`src/rtl/exe_pkg.sv`:
```
package exe_pkg;

   localparam logic [5:0] OPC_REG   = 6'b000000;
   localparam logic [5:0] OPC_ADDI  = 6'b001000;
   localparam logic [5:0] OPC_ADDIU = 6'b001001;
   localparam logic [5:0] OPC_ANDI  = 6'b001100;
   localparam logic [5:0] OPC_ORI   = 6'b001101;
   localparam logic [5:0] OPC_XORI  = 6'b001110;
   localparam logic [5:0] OPC_LUI   = 6'b001111;
   localparam logic [5:0] OPC_LW    = 6'b100011;
   localparam logic [5:0] OPC_SW    = 6'b101011;

   localparam logic [5:0] FUN_SLL   = 6'b000000;
   localparam logic [5:0] FUN_SLLV  = 6'b000100;
   localparam logic [5:0] FUN_ADD   = 6'b100000;
   localparam logic [5:0] FUN_ADDU  = 6'b100001;
   localparam logic [5:0] FUN_SUB   = 6'b100010;
   localparam logic [5:0] FUN_SUBU  = 6'b100011;
   localparam logic [5:0] FUN_AND   = 6'b100100;
   localparam logic [5:0] FUN_OR    = 6'b100101;
   localparam logic [5:0] FUN_XOR   = 6'b100110;
   localparam logic [5:0] FUN_NOR   = 6'b100111;

   typedef enum logic [2:0] {
      XU_ADD, XU_SUB, XU_AND, XU_OR, XU_XOR, XU_NOR, XU_SHL, XU_UPPER
   } xu_op_e;

   typedef struct packed {
      xu_op_e op;
      logic   use_imm;
      logic   zero_ext;
      logic   shift_by_reg;
      logic   trap_ovf;
      logic   dst_is_rd;
      logic   wr_reg;
      logic   rd_mem;
      logic   wr_mem;
      logic   bad;
   } xu_ctrl_t;

endpackage

```
`src/rtl/exe_decode.sv`:
```
module exe_decode
   import exe_pkg::*;
#(
   parameter int OPC_W = 6,
   parameter int FUN_W = 6
) (
   input  logic [OPC_W-1:0] opcode,
   input  logic [FUN_W-1:0] funct,
   output xu_ctrl_t         ctrl
);

   if (OPC_W != 6 || FUN_W != 6) begin : g_bad_code_width
      $error("exe_decode: code map needs 6-bit opcode and function fields");
   end

   xu_ctrl_t c;

   always_comb begin
      c = '0;
      case (opcode)
         OPC_REG: begin
            c.dst_is_rd = 1'b1;
            c.wr_reg    = 1'b1;
            case (funct)
               FUN_ADD:  begin c.op = XU_ADD; c.trap_ovf = 1'b1; end
               FUN_ADDU: c.op = XU_ADD;
               FUN_SUB:  begin c.op = XU_SUB; c.trap_ovf = 1'b1; end
               FUN_SUBU: c.op = XU_SUB;
               FUN_AND:  c.op = XU_AND;
               FUN_OR:   c.op = XU_OR;
               FUN_XOR:  c.op = XU_XOR;
               FUN_NOR:  c.op = XU_NOR;
               FUN_SLL:  c.op = XU_SHL;
               FUN_SLLV: begin c.op = XU_SHL; c.shift_by_reg = 1'b1; end
               default:  c.bad = 1'b1;
            endcase
         end
         OPC_ADDI: begin
            c.op = XU_ADD; c.use_imm = 1'b1; c.wr_reg = 1'b1; c.trap_ovf = 1'b1;
         end
         OPC_ADDIU: begin
            c.op = XU_ADD; c.use_imm = 1'b1; c.wr_reg = 1'b1;
         end
         OPC_ANDI: begin
            c.op = XU_AND; c.use_imm = 1'b1; c.zero_ext = 1'b1; c.wr_reg = 1'b1;
         end
         OPC_ORI: begin
            c.op = XU_OR; c.use_imm = 1'b1; c.zero_ext = 1'b1; c.wr_reg = 1'b1;
         end
         OPC_XORI: begin
            c.op = XU_XOR; c.use_imm = 1'b1; c.zero_ext = 1'b1; c.wr_reg = 1'b1;
         end
         OPC_LUI: begin
            c.op = XU_UPPER; c.use_imm = 1'b1; c.zero_ext = 1'b1; c.wr_reg = 1'b1;
         end
         OPC_LW: begin
            c.op = XU_ADD; c.use_imm = 1'b1; c.wr_reg = 1'b1; c.rd_mem = 1'b1;
         end
         OPC_SW: begin
            c.op = XU_ADD; c.use_imm = 1'b1; c.wr_mem = 1'b1;
         end
         default: c.bad = 1'b1;
      endcase
      if (c.bad) begin
         c.wr_reg   = 1'b0;
         c.rd_mem   = 1'b0;
         c.wr_mem   = 1'b0;
         c.trap_ovf = 1'b0;
      end
   end

   assign ctrl = c;

endmodule

```
`src/rtl/exe_immext.sv`:
```
module exe_immext #(
   parameter int IMM_W  = 16,
   parameter int DATA_W = 32
) (
   input  logic [IMM_W-1:0]  imm,
   input  logic              zero_ext,
   output logic [DATA_W-1:0] ext
);

   localparam int PAD_W = DATA_W - IMM_W;

   if (PAD_W < 1) begin : g_bad_pad
      $error("exe_immext: data width must exceed immediate width");
   end

   logic fill;
   assign fill = zero_ext ? 1'b0 : imm[IMM_W-1];
   assign ext  = {{PAD_W{fill}}, imm};

endmodule

```
`src/rtl/exe_shifter.sv`:
```
module exe_shifter #(
   parameter int DATA_W = 32,
   parameter int SH_W   = 5
) (
   input  logic [DATA_W-1:0] din,
   input  logic [SH_W-1:0]   amt,
   output logic [DATA_W-1:0] dout
);

   if ((1 << SH_W) != DATA_W) begin : g_bad_shift_w
      $error("exe_shifter: shift count width must span the data width");
   end

   logic [DATA_W-1:0] stage [SH_W+1];

   assign stage[0] = din;

   for (genvar s = 0; s < SH_W; s++) begin : g_stage
      assign stage[s+1] = amt[s] ? (stage[s] << (1 << s)) : stage[s];
   end

   assign dout = stage[SH_W];

endmodule

```
`src/rtl/exe_alu.sv`:
```
module exe_alu
   import exe_pkg::*;
#(
   parameter int DATA_W = 32,
   parameter int SH_W   = 5,
   parameter int IMM_W  = 16
) (
   input  xu_op_e            op,
   input  logic [DATA_W-1:0] opa,
   input  logic [DATA_W-1:0] opb,
   input  logic [SH_W-1:0]   shamt,
   output logic [DATA_W-1:0] result,
   output logic              ovf_raw
);

   localparam int MSB = DATA_W - 1;
   localparam logic [SH_W-1:0] UPPER_SH = SH_W'(IMM_W);

   logic [DATA_W-1:0] sum, diff, shl_out;
   logic [SH_W-1:0]   sh_sel;

   assign sum  = opa + opb;
   assign diff = opa - opb;

   assign sh_sel = (op == XU_UPPER) ? UPPER_SH : shamt;

   exe_shifter #(
      .DATA_W (DATA_W),
      .SH_W   (SH_W)
   ) u_shl (
      .din  (opb),
      .amt  (sh_sel),
      .dout (shl_out)
   );

   always_comb begin
      result  = '0;
      ovf_raw = 1'b0;
      case (op)
         XU_ADD: begin
            result  = sum;
            ovf_raw = (opa[MSB] == opb[MSB]) && (sum[MSB] != opa[MSB]);
         end
         XU_SUB: begin
            result  = diff;
            ovf_raw = (opa[MSB] != opb[MSB]) && (diff[MSB] != opa[MSB]);
         end
         XU_AND:   result = opa & opb;
         XU_OR:    result = opa | opb;
         XU_XOR:   result = opa ^ opb;
         XU_NOR:   result = ~(opa | opb);
         XU_SHL:   result = shl_out;
         XU_UPPER: result = shl_out;
         default:  result = '0;
      endcase
   end

endmodule

```
`src/rtl/exe_unit.sv`:
```
module exe_unit
   import exe_pkg::*;
#(
   parameter int DATA_W    = 32,
   parameter int REG_IDX_W = 5,
   parameter int OPC_W     = 6,
   parameter int FUN_W     = 6,
   parameter int SHAMT_W   = 5,
   parameter int IMM_W     = 16
) (
   input  logic [DATA_W-1:0]    instr,
   input  logic [DATA_W-1:0]    rs_val,
   input  logic [DATA_W-1:0]    rt_val,
   output logic [DATA_W-1:0]    alu_result,
   output logic [REG_IDX_W-1:0] dest_idx,
   output logic                 reg_we,
   output logic                 mem_rd,
   output logic                 mem_wr,
   output logic                 ovf,
   output logic                 illegal
);

   localparam int OPC_LSB = DATA_W - OPC_W;
   localparam int RS_LSB  = OPC_LSB - REG_IDX_W;
   localparam int RT_LSB  = RS_LSB - REG_IDX_W;
   localparam int RD_LSB  = RT_LSB - REG_IDX_W;
   localparam int SH_LSB  = RD_LSB - SHAMT_W;

   if (SH_LSB != FUN_W) begin : g_bad_rfmt
      $error("exe_unit: register-format fields do not fill the word");
   end
   if (RT_LSB != IMM_W) begin : g_bad_ifmt
      $error("exe_unit: immediate-format fields do not fill the word");
   end
   if ((1 << SHAMT_W) != DATA_W) begin : g_bad_shamt
      $error("exe_unit: shift-amount width must span the data width");
   end

   logic [OPC_W-1:0]     f_opc;
   logic [REG_IDX_W-1:0] f_rt, f_rd;
   logic [SHAMT_W-1:0]   f_sh;
   logic [FUN_W-1:0]     f_fun;
   logic [IMM_W-1:0]     f_imm;

   assign f_opc = instr[DATA_W-1:OPC_LSB];
   assign f_rt  = instr[RS_LSB-1:RT_LSB];
   assign f_rd  = instr[RT_LSB-1:RD_LSB];
   assign f_sh  = instr[RD_LSB-1:SH_LSB];
   assign f_fun = instr[FUN_W-1:0];
   assign f_imm = instr[IMM_W-1:0];

   xu_ctrl_t ctrl;

   exe_decode #(
      .OPC_W (OPC_W),
      .FUN_W (FUN_W)
   ) u_dec (
      .opcode (f_opc),
      .funct  (f_fun),
      .ctrl   (ctrl)
   );

   logic [DATA_W-1:0] imm_x;

   exe_immext #(
      .IMM_W  (IMM_W),
      .DATA_W (DATA_W)
   ) u_ext (
      .imm      (f_imm),
      .zero_ext (ctrl.zero_ext),
      .ext      (imm_x)
   );

   logic [DATA_W-1:0]  opb, res_raw;
   logic [SHAMT_W-1:0] shamt;
   logic               ovf_raw, ovf_hit;

   assign opb   = ctrl.use_imm ? imm_x : rt_val;
   assign shamt = ctrl.shift_by_reg ? rs_val[SHAMT_W-1:0] : f_sh;

   exe_alu #(
      .DATA_W (DATA_W),
      .SH_W   (SHAMT_W),
      .IMM_W  (IMM_W)
   ) u_alu (
      .op      (ctrl.op),
      .opa     (rs_val),
      .opb     (opb),
      .shamt   (shamt),
      .result  (res_raw),
      .ovf_raw (ovf_raw)
   );

   assign ovf_hit    = ctrl.trap_ovf & ovf_raw;
   assign alu_result = ctrl.bad ? '0 : res_raw;
   assign dest_idx   = ctrl.dst_is_rd ? f_rd : f_rt;
   assign reg_we     = ctrl.wr_reg & ~ovf_hit;
   assign mem_rd     = ctrl.rd_mem;
   assign mem_wr     = ctrl.wr_mem;
   assign ovf        = ovf_hit;
   assign illegal    = ctrl.bad;

endmodule

```
`config.mk`:
```
export PLATFORM = sky130hd
export DESIGN_NAME = exe_unit
export DESIGN_NICKNAME = d
export VERILOG_FILES = /design/src/rtl/exe_pkg.sv /design/src/rtl/exe_decode.sv /design/src/rtl/exe_immext.sv /design/src/rtl/exe_shifter.sv /design/src/rtl/exe_alu.sv /design/src/rtl/exe_unit.sv
export SDC_FILE = /design/constraint.sdc
export NUM_CORES = 1
export LEC_CHECK = 0
export ABC_CLOCK_PERIOD_IN_PS = 6900
export BUFFER_PORTS_ARGS = -buffer_cell sky130_fd_sc_hd__clkbuf_2
export CORE_MARGIN = 2
export CORE_UTILIZATION = 45
export DETAILED_ROUTE_END_ITERATION = 6
export PLACE_DENSITY = 0.68
export SLEW_MARGIN = 20
export SYNTH_ARGS = -nofsm -noshare
export SYNTH_HDL_FRONTEND = slang
export SYNTH_HIERARCHICAL = 1
export SYNTH_SLANG_ARGS = --single-unit
```
`constraint.sdc`:
```
create_clock -name vclk -period 6.9
set_input_delay 1.035 -clock vclk [all_inputs]
set_output_delay 1.035 -clock vclk [all_outputs]
set_load 0.05 [all_outputs]
```
==> run metrics <==
outcome completed; gr ovfl total 0; drt drc 0; number of library cell types mapped by synthesis 91; area of the mapped netlist roughly 8700 µm²; clk_buf instances 0; Rel. slew slack 39.63%; pin count of the biggest net entering global routing between 70 and 80; Post-DP HPWL 23690 µm; max cap viols 0; Hold Vio Cnt, Final 0; power consumption 918.7 µW; Final setup viols 0; commonest non-fill, non-tap cell in the layout clkbuf_2; First-pass DRT Iterations 6; TNS Setup 0 ps; via density per instance 6.216; hold depth 3; RSZ-0062 raised after global routing false; FF/Latch Area 0 µm²; pre-CTS setup slack ~160 ps; cell row count 50; Least-Margin Pin Slew ~900 ps; synthesized net count around 1300; Post-Syn Instances roughly 1100; minimum clock period 6680 ps; hold endpoint dest_idx[3]; Core Util, Final between 50% and 60%; worst min-delay path class primary input to primary output; fraction of layout cells with a size suffix above 1 between 20% and 30%; HP Start instr[19]; sequential area share after synthesis 0%; diode count 0; Die Y-Extent ~140 µm; Final Max Tran Viols 0; first-pass GRT wire length approximately 46000 µm; Core ar. ~19000 µm²; flip-flop and latch count 0; vias in the first global route slightly below 9000; gr usage total 28.35%; Yosys warnings 6; I/O pin total around 140; final worst-path cycle share a little over nine tenths; Worst setup SP type primary input; Iter 0 DRT Violations around 900; routed wire length 29640 µm; pwr dens between 90 and 100 nW/µm²; Worst Path Arrival between 5000 and 6000 ps; nets around 1400; filler instances 1900; hold buffer count at CTS 0; Worst Setup End Kind primary output; Crit Path Category primary input to primary output; critical path data required time ~5900 ps; Area Growth Syn to Fin 9.865%; initial antenna violation count 0; Placer Congestion 1.015; I/O Buffers 133; Max Clk Rate 0.1497 GHz; most frequent cells in the layout clkbuf_2 (128), a21oi_1 (102), nor2_1 (100); routed via count between 9000 and 10000; combined area of the multi-input logic cells between 7000 and 8000 µm²; synthesized area per cell around 7.6 µm²; Avg WL per Cell 20.20 µm; final setup margin roughly 220 ps; die width between 100 and 150 µm; Routed Antenna Nets 0; die area around 20000 µm²; peak supply drop roughly 0.000055 V; Static Leak approximately 0.0043 µW; crit-path max FO 10; Starting Density around 46%
[synth_stat cells (all sizes together) (4+ instances only)]
cell type | instances | area share, %
a21oi | 103 | 6.0
nand2b | 11 | 0.79
a21boi | 6 | 0.52
nor2 | 101 | 4.4
nor4 | 10 | 0.72
a311oi | 5 | 0.58
nand4 | 6 | 0.43
and3 | 6 | 0.43
mux2 | 65 | 9.7
buf | 65 | 5.8
o21a | 19 | 1.6
a2111oi | 7 | 0.73
o221ai | 5 | 0.58
nor3 | 21 | 1.3
a22oi | 9 | 0.78
mux4 | 51 | 14
o21ai | 66 | 3.8
a211oi | 15 | 1.4
and2 | 7 | 0.50
inv | 100 | 4.3
xor2 | 5 | 0.50
nor3b | 4 | 0.35
and2b | 24 | 2.4
ha | 98 | 14
a221o | 5 | 0.58
a31oi | 12 | 0.86
a21o | 7 | 0.60
nand3 | 20 | 1.2
o31ai | 15 | 1.3
nor2b | 24 | 1.8
nand2 | 74 | 3.2
o21bai | 8 | 0.69
o211ai | 12 | 1.0
clkbuf | 45 | 2.1
o22ai | 12 | 0.86
mux2i | 21 | 2.4
xnor2 | 23 | 2.3
[per-stage QoR]
step / hold slack (ps) / cell area, µm² / cells
floorplan: 2248 / 8688 / 1137
CTS: 2535 / 9467 / 1466
finish: 2533 / 9545 / 1467
global placement: 2526 / 9467 / 1466
global route: 2543 / 9545 / 1467
detailed placement: 2535 / 9467 / 1466
[area by class of cell]
class / count / area share [%]
repair buffers: 180 / 11.72
inverters: 101 / 3.972
multi-input cells: 926 / 80.90
well taps: 260 / 3.408
[how the worst max path moves through the flow]
stage          cells past startpoint        endpoint       from  slack [ps]
3_3_place_gp                      21  alu_result[24]  instr[28]         220
3_5_place_dp                      20  alu_result[31]  instr[28]         160
6_report                          21  alu_result[31]  instr[28]         220
5_1_grt                           22  alu_result[26]  instr[28]           3
4_1_cts                           20  alu_result[31]  instr[28]         140
2_1_floorplan                     23  alu_result[29]  instr[27]         190
[layer usage]
layer | wire length [µm] | GRT usage (%) | share of wire (%) | vias up
li1 | - | - | - | 4279
met5 | 0 | 0 | 0 | -
met3 | 2252 | 1.643 | 7.6 | 90
met4 | 1877 | 15.06 | 6.3 | 0
met1 | 12110 | 37.44 | 41 | 4272
met2 | 13400 | 46.56 | 45 | 478
[timing repair]
item                       4_1_cts  5_1_grt
setup buffers                    0        1
setup endpoints to repair        0       10
resized for setup                0       12
[critical path, cell delays in order]
cell and delay (ps):
clkbuf_2 100, nand4b_1 250, a21boi_2 230, nor2_4 130, buf_12 140, buf_12 140
mux2_4 350, inv_1 100, ha_1 320, o211a_1 160, a221o_1 390, o221ai_2 310
a21oi_2 140, o2bb2ai_2 190, o31ai_2 330, o31a_2 230, a21oi_1 80, xor2_1 140
mux4_2 460, nor2b_1 140, clkbuf_2 250
[report_power, final]
part	switching [µW]	internal (µW)	leakage, µW
Sequential	0	0	0
Clock	0	0	0
Combinational	529	389	0.00430
Total	529	389	0.00430
[kinds of logic after synthesis]
kind of cell	synth area share, %
xor gates and xnor gates	2.823
muxes	25.75
buffers and inverters	12.18
adders and majority gates	14.57
and+or+nand+nor	18.87
AOI/OAI and AO/OA	25.81
No activity file was read; power rests on OpenSTA's default activity.
